## config.mk

```make
export PLATFORM = sky130hd
export DESIGN_NAME = pair_enable_reg
export DESIGN_NICKNAME = d
export VERILOG_FILES = /design/src/rtl/pcer_pkg.sv /design/src/rtl/pcer_bus_decode.sv /design/src/rtl/pcer_pair_cell.sv /design/src/rtl/pcer_read_port.sv /design/src/rtl/pair_enable_reg.sv
export SDC_FILE = /design/constraint.sdc
export NUM_CORES = 1
export LEC_CHECK = 0
export BUFFER_PORTS_ARGS = -buffer_cell sky130_fd_sc_hd__buf_2
export CORE_UTILIZATION = 43
export CTS_BUF_LIST = sky130_fd_sc_hd__clkbuf_4 sky130_fd_sc_hd__clkbuf_8 sky130_fd_sc_hd__clkbuf_16
export DETAILED_ROUTE_END_ITERATION = 6
export PLACE_DENSITY_LB_ADDON = 0.25
export SYNTH_ARGS = -nofsm -noshare
export SYNTH_HDL_FRONTEND = slang
export SYNTH_HIERARCHICAL = 1
export SYNTH_SLANG_ARGS = --single-unit
export TNS_END_PERCENT = 30
```

## constraint.sdc

```tcl
create_clock -name clk -period 7.9 [get_ports clk]
set_clock_uncertainty 0.05 [all_clocks]
set_input_delay 0.395 -clock clk [delete_from_list [all_inputs] [get_ports clk]]
set_output_delay 0.395 -clock clk [all_outputs]
set_load 0.1 [all_outputs]
```

## src/rtl/pcer_pkg.sv

```systemverilog
package pcer_pkg;

  typedef enum logic [1:0] {
    PAIR_OFF = 2'b00,
    PAIR_A   = 2'b01,
    PAIR_B   = 2'b10
  } pair_st_t;

  // Command encoding: 00 hold, 01 select A, 10 select B, 11 off
  function automatic pair_st_t apply_cmd(input pair_st_t cur, input logic [1:0] cmd);
    pair_st_t res;
    case (cmd)
      2'b01:   res = PAIR_A;
      2'b10:   res = PAIR_B;
      2'b11:   res = PAIR_OFF;
      default: res = cur;
    endcase
    return res;
  endfunction

endpackage

```

## src/rtl/pcer_bus_decode.sv

```systemverilog
module pcer_bus_decode #(
  parameter int ADDR_W = 8,
  parameter logic [ADDR_W-1:0] REG_ADDR = 'h04
) (
  input  logic              bus_wr,
  input  logic              bus_rd,
  input  logic              bus_priv,
  input  logic [ADDR_W-1:0] bus_addr,
  output logic              wr_hit,
  output logic              rd_hit
);
  logic addr_match;

  assign addr_match = (bus_addr == REG_ADDR);
  // writes need privilege, reads do not
  assign wr_hit = bus_wr & bus_priv & addr_match;
  assign rd_hit = bus_rd & addr_match;
endmodule

```

## src/rtl/pcer_pair_cell.sv

```systemverilog
module pcer_pair_cell
  import pcer_pkg::*;
(
  input  logic       clk,
  input  logic       rst,
  input  logic       wr_hit,
  input  logic [1:0] cmd,
  input  logic       auto_dis,
  input  logic       req,
  input  logic       ack,
  output logic       sel_a,
  output logic       sel_b,
  output logic       pend
);
  pair_st_t st_q, st_d;
  logic     pend_q, pend_d;
  logic     start;

  always_comb begin
    st_d = st_q;
    if (auto_dis)
      st_d = PAIR_OFF;
    else if (wr_hit)
      st_d = apply_cmd(st_q, cmd);
  end

  // leaving the fully-off state through a register write
  assign start = wr_hit && !auto_dis && (st_q == PAIR_OFF) && (st_d != PAIR_OFF);

  always_comb begin
    pend_d = pend_q;
    if (req)
      pend_d = 1'b1;
    else if (start || ack)
      pend_d = 1'b0;
  end

  always_ff @(posedge clk) begin
    if (rst) begin
      st_q   <= PAIR_OFF;
      pend_q <= 1'b0;
    end else begin
      st_q   <= st_d;
      pend_q <= pend_d;
    end
  end

  assign sel_a = st_q[0];
  assign sel_b = st_q[1];
  assign pend  = pend_q;
endmodule

```

## src/rtl/pcer_read_port.sv

```systemverilog
module pcer_read_port #(
  parameter int DATA_W  = 32,
  parameter int FIELD_W = 16
) (
  input  logic               clk,
  input  logic               rst,
  input  logic               rd_hit,
  input  logic [FIELD_W-1:0] field,
  output logic [DATA_W-1:0]  rdata
);
  localparam int PAD_W = DATA_W - FIELD_W;

  always_ff @(posedge clk) begin
    if (rst)
      rdata <= '0;
    else if (rd_hit)
      rdata <= {{PAD_W{1'b0}}, field};
    else
      rdata <= '0;
  end
endmodule

```

## src/rtl/pair_enable_reg.sv

```systemverilog
module pair_enable_reg #(
  parameter int NUM_PAIRS = 8,
  parameter int ADDR_W    = 8,
  parameter int DATA_W    = 32,
  parameter logic [ADDR_W-1:0] REG_ADDR = 'h04
) (
  input  logic                 clk,
  input  logic                 rst,
  input  logic                 bus_wr,
  input  logic                 bus_rd,
  input  logic                 bus_priv,
  input  logic [ADDR_W-1:0]    bus_addr,
  input  logic [DATA_W-1:0]    bus_wdata,
  output logic [DATA_W-1:0]    bus_rdata,
  input  logic [NUM_PAIRS-1:0] auto_dis,
  input  logic [NUM_PAIRS-1:0] req,
  input  logic [NUM_PAIRS-1:0] ack,
  output logic [NUM_PAIRS-1:0] sel_a,
  output logic [NUM_PAIRS-1:0] sel_b,
  output logic [NUM_PAIRS-1:0] pend
);
  localparam int FIELD_W = 2 * NUM_PAIRS;

  logic               wr_hit, rd_hit;
  logic [FIELD_W-1:0] field;

  pcer_bus_decode #(.ADDR_W(ADDR_W), .REG_ADDR(REG_ADDR)) u_dec (
    .bus_wr(bus_wr), .bus_rd(bus_rd), .bus_priv(bus_priv), .bus_addr(bus_addr),
    .wr_hit(wr_hit), .rd_hit(rd_hit)
  );

  for (genvar i = 0; i < NUM_PAIRS; i++) begin : g_pair
    pcer_pair_cell u_cell (
      .clk(clk), .rst(rst), .wr_hit(wr_hit),
      .cmd(bus_wdata[2*i +: 2]), .auto_dis(auto_dis[i]),
      .req(req[i]), .ack(ack[i]),
      .sel_a(sel_a[i]), .sel_b(sel_b[i]), .pend(pend[i])
    );
    assign field[2*i]   = sel_a[i];
    assign field[2*i+1] = sel_b[i];
  end

  pcer_read_port #(.DATA_W(DATA_W), .FIELD_W(FIELD_W)) u_rd (
    .clk(clk), .rst(rst), .rd_hit(rd_hit), .field(field), .rdata(bus_rdata)
  );

  // bus_wdata above the command field is deliberately left unread
  logic unused_hi;
  assign unused_hi = ^bus_wdata[DATA_W-1:FIELD_W];
endmodule

```

==> metrics.txt <==
# TYPE chip_impl_metric gauge
chip_impl_info{name="outcome",value="finished, final reports clean"} 1
chip_impl_metric{name="cts_max_level",unit=""} 2
chip_impl_metric{name="globalRoute.totalOverflow",unit=""} 0
chip_impl_metric{name="core",unit="um^2"} 3690
chip_impl_info{name="endpoint_kind",value="register"} 1
chip_impl_metric{name="drt_wl_total",unit="um"} 3450
chip_impl_metric{name="flow.area_growth_from_synthesis",unit="%"} 32.2
chip_impl_metric{name="clk_pin_slew",unit="ns"} 0.07
chip_impl_metric{name="drt-initial-drc-count",unit=""} 48
chip_impl_metric{name="rows",unit=""} 22
chip_impl_metric{name="p_int",unit="mW"} 0.300
chip_impl_metric{name="detail_route.first_pass.iterations",unit=""} 4
chip_impl_info{name="ys_top_cells_by_count",value="sky130_fd_sc_hd__dfxtp_1 (40), sky130_fd_sc_hd__a21oi_1 (24), sky130_fd_sc_hd__a2111oi_0 (16), sky130_fd_sc_hd__buf_4 (16), sky130_fd_sc_hd__and3b_1 (10)"} 1
chip_impl_metric{name="distinct_cell_type_count_after_synthesis",unit=""} 16
chip_impl_metric{name="final.setup.worst_slack",unit="ns"} 5.24
chip_impl_metric{name="synth_top_cell_area_share",unit="%"} 47.9
chip_impl_metric{name="synthCells",unit=""} 161
chip_impl_metric{name="grt.total_usage",unit="%"} 17.4
chip_impl_info{name="cts-root-buf",value="sky130_fd_sc_hd__clkbuf_8"} 1
chip_impl_metric{name="fp.dieH",unit="um"} 64.3
chip_impl_info{name="synth-main-ff-cell",value="sky130_fd_sc_hd__dfxtp_1"} 1
chip_impl_metric{name="route.detailed.vias_per_inst",unit=""} 4.84
chip_impl_metric{name="power-per-cell-area",unit="nW/um^2"} 195
chip_impl_metric{name="synth_edf_count",unit=""} 0
chip_impl_metric{name="synthesis.yosys.warnings",unit=""} 6
chip_impl_metric{name="die_width",unit="um"} 64.3
chip_impl_metric{name="worst_skew_pair.late_latency",unit="ns"} 0.28
chip_impl_metric{name="layout.nets",unit=""} 326
chip_impl_metric{name="dieArea",unit="um^2"} 4140
chip_impl_metric{name="fmaxAchievable",unit="MHz"} 376
chip_impl_metric{name="insertedDiodeCount",unit=""} 0
chip_impl_info{name="worstSetupPathType",value="primary input to register"} 1
chip_impl_metric{name="grt_start_max_net_pins",unit=""} 41
chip_impl_metric{name="worst_ep_required_time",unit="ns"} 8.00
chip_impl_metric{name="pre_cts_slack",unit="ns"} 4.94
chip_impl_metric{name="ant_nets",unit=""} 0
chip_impl_metric{name="final_hold_viol_count",unit=""} 0
chip_impl_metric{name="io_buffer_count",unit=""} 92
chip_impl_metric{name="numCtsBuffers",unit=""} 5
chip_impl_info{name="crit_path_launch_type",value="primary input"} 1
chip_impl_info{name="rr_startpoint",value="g_pair[4].u_cell/st_q[0]"} 1
chip_impl_metric{name="gpl.final_weighted_congestion",unit=""} 0.779
chip_impl_metric{name="grt_first_pass_wirelength",unit="um"} 5550
chip_impl_metric{name="post_cts.repair.setup_buffers",unit=""} 0
chip_impl_metric{name="vdd.ir_drop.worst",unit="mV"} 0.104
chip_impl_metric{name="drcViolationCount",unit=""} 0
chip_impl_metric{name="timing.setup.tns",unit="ns"} 0
chip_impl_metric{name="post-route-period-util",unit="%"} 33.7
chip_impl_metric{name="power_switching",unit="mW"} 0.130
chip_impl_metric{name="synth-seq-area-share",unit="%"} 47.9
chip_impl_info{name="startpoint",value="bus_addr[7]"} 1
chip_impl_metric{name="path_max_fanout",unit=""} 40
chip_impl_metric{name="comb_power_share",unit="%"} 19.5
chip_impl_metric{name="p_seq_share",unit="%"} 47.8
chip_impl_metric{name="leakage",unit="nW"} 1.10
chip_impl_metric{name="grt_pass1_vias",unit=""} 1252
chip_impl_info{name="unrepaired_setup_endpoints_after_global_routing",value="false"} 1
chip_impl_metric{name="max-clock-path-buffers",unit=""} 2
chip_impl_metric{name="synth_async_sr_flop_share",unit="%"} 0
chip_impl_metric{name="final-max-slew-violation-count",unit=""} 0
chip_impl_info{name="tritoncts",value="done"} 1
chip_impl_metric{name="start_util",unit="%"} 45.3
chip_impl_info{name="timing.hold.worst.class",value="primary input to register"} 1
chip_impl_metric{name="postSynthRegisterBits",unit=""} 40
chip_impl_metric{name="power.share.clock",unit="%"} 32.8
chip_impl_info{name="synth_top_cell_by_area",value="sky130_fd_sc_hd__dfxtp_1"} 1
chip_impl_metric{name="ioPinCount",unit=""} 125
chip_impl_metric{name="syn_area",unit="um^2"} 1670
chip_impl_info{name="synth.most_common_cell",value="sky130_fd_sc_hd__dfxtp_1"} 1
chip_impl_metric{name="cap_violations",unit=""} 0
chip_impl_metric{name="numClockSinks",unit=""} 40
chip_impl_info{name="hp-start",value="auto_dis[7]"} 1
chip_impl_metric{name="layout.cell_area.non_filler",unit="um^2"} 2210
chip_impl_metric{name="timing.max_slew.rel_slack",unit="%"} 25.4
chip_impl_info{name="yosys-top-cells-area",value="sky130_fd_sc_hd__dfxtp_1 (48%), sky130_fd_sc_hd__a2111oi_0 (8.4%), sky130_fd_sc_hd__a21oi_1 (7.2%), sky130_fd_sc_hd__buf_4 (7.2%), sky130_fd_sc_hd__or4b_1 (5.4%)"} 1
chip_impl_metric{name="tightest_slew",unit="ns"} 1.12
chip_impl_metric{name="post-route-min-period",unit="ns"} 2.66
chip_impl_metric{name="post_cts_hold_fix_bufs",unit=""} 0
chip_impl_metric{name="drive_above_1_share",unit="%"} 41.9
chip_impl_metric{name="routedWlPerCell",unit="um"} 11.3
chip_impl_metric{name="report.final.setup_viol",unit=""} 0
chip_impl_metric{name="cts-resized-gates",unit=""} 0
chip_impl_metric{name="dpl-instance-area",unit="um^2"} 2110
chip_impl_metric{name="synth_area_per_cell",unit="um^2"} 10.4
chip_impl_metric{name="detailed_place_hpwl",unit="um"} 2500
chip_impl_metric{name="worst-endpoint-arrival",unit="ns"} 2.76
chip_impl_metric{name="antenna_found_initial",unit=""} 0
chip_impl_metric{name="switching_share",unit="%"} 30.3
chip_impl_metric{name="final_core_util",unit="%"} 59.9
chip_impl_metric{name="vias",unit=""} 1480
## layout by cell type (no fill, tap or decap), drive strengths merged
cell type and n:
dfxtp 40, nor2b 8, a2111oi 16, xnor2 8, inv 9, a21oi 24, or4 1, nor3 2
clkbuf 8, nand2 1, conb 16, or4b 9, buf 92, and3b 16, o21ai 8
## final cells by class
cell class	instances	area [um^2]
fill	360	1480
timing repair buffer	92	460
clock buffer	8	97.6
sequential	40	801
tap	48	60.1
multi-input combinational	109	756
inverter	9	33.8
## logic make-up after synthesis
logic type / after synthesis / share of synthesized area (%)
other: 1 / 0.225
xor gates and xnor gates: 8 / 4.19
buffers and inverters: 27 / 10.6
AOI/OAI and AO/OA: 48 / 18.0
and+or+nand+nor: 37 / 19.1
DFF: 40 / 47.9
## flip-flops by register name, summed over array words and instances, names as in the netlist
| name | flops |
|---|---|
| g_pair.u_cell/pend | 8 |
| u_rd/rdata | 16 |
| g_pair.u_cell/st_q | 16 |
## critical path, cell delays in order
cell                      delay [ns]
sky130_fd_sc_hd__buf_2          0.09
sky130_fd_sc_hd__or4_1          0.59
sky130_fd_sc_hd__nor3_4         0.94
sky130_fd_sc_hd__or4b_1         0.51
sky130_fd_sc_hd__o21ai_1        0.15
sky130_fd_sc_hd__a21oi_1        0.07
## routing by layer
metal | global-route usage, % | part of all wire [%] | wire, um | vias up
met1 | 19.6 | 44 | 1530 | 653
met4 | 9.44 | 2.0 | 68 | 0
met2 | 29.7 | 47 | 1620 | 63
met3 | 4.29 | 6.7 | 231 | 8
met5 | 0 | 0 | 0 | -
li1 | - | - | - | 756
## metrics by stage
stage,instances,hold slack [ns],power (mW)
6_report,306,0.257,0.430
5_1_grt,306,0.247,0.447
4_1_cts,306,0.245,0.436
3_5_place_dp,298,0.473,0.294
3_3_place_gp,298,0.470,0.293
2_1_floorplan,176,0.414,0.279
## final timing paths
check	endpoint	slack (ns)	cells past startpoint
worst max-delay path	g_pair[3].u_cell/pend	5.24	6
worst min-delay path	g_pair[7].u_cell/st_q[1]	0.26	2
worst max register to register	g_pair[4].u_cell/pend	6.64	3
worst min register to register	g_pair[1].u_cell/st_q[1]	0.49	2
## power by group through the flow
stage	sequential [mW]	clock [mW]	combinational [mW]
CTS	0.205	0.147	0.0838
global placement	0.210	0	0.0833
detailed placement	0.210	0	0.0837
global route	0.205	0.154	0.0876
finish	0.205	0.141	0.0836
floorplan	0.229	0	0.0495
(Power assumes the default switching activity.)
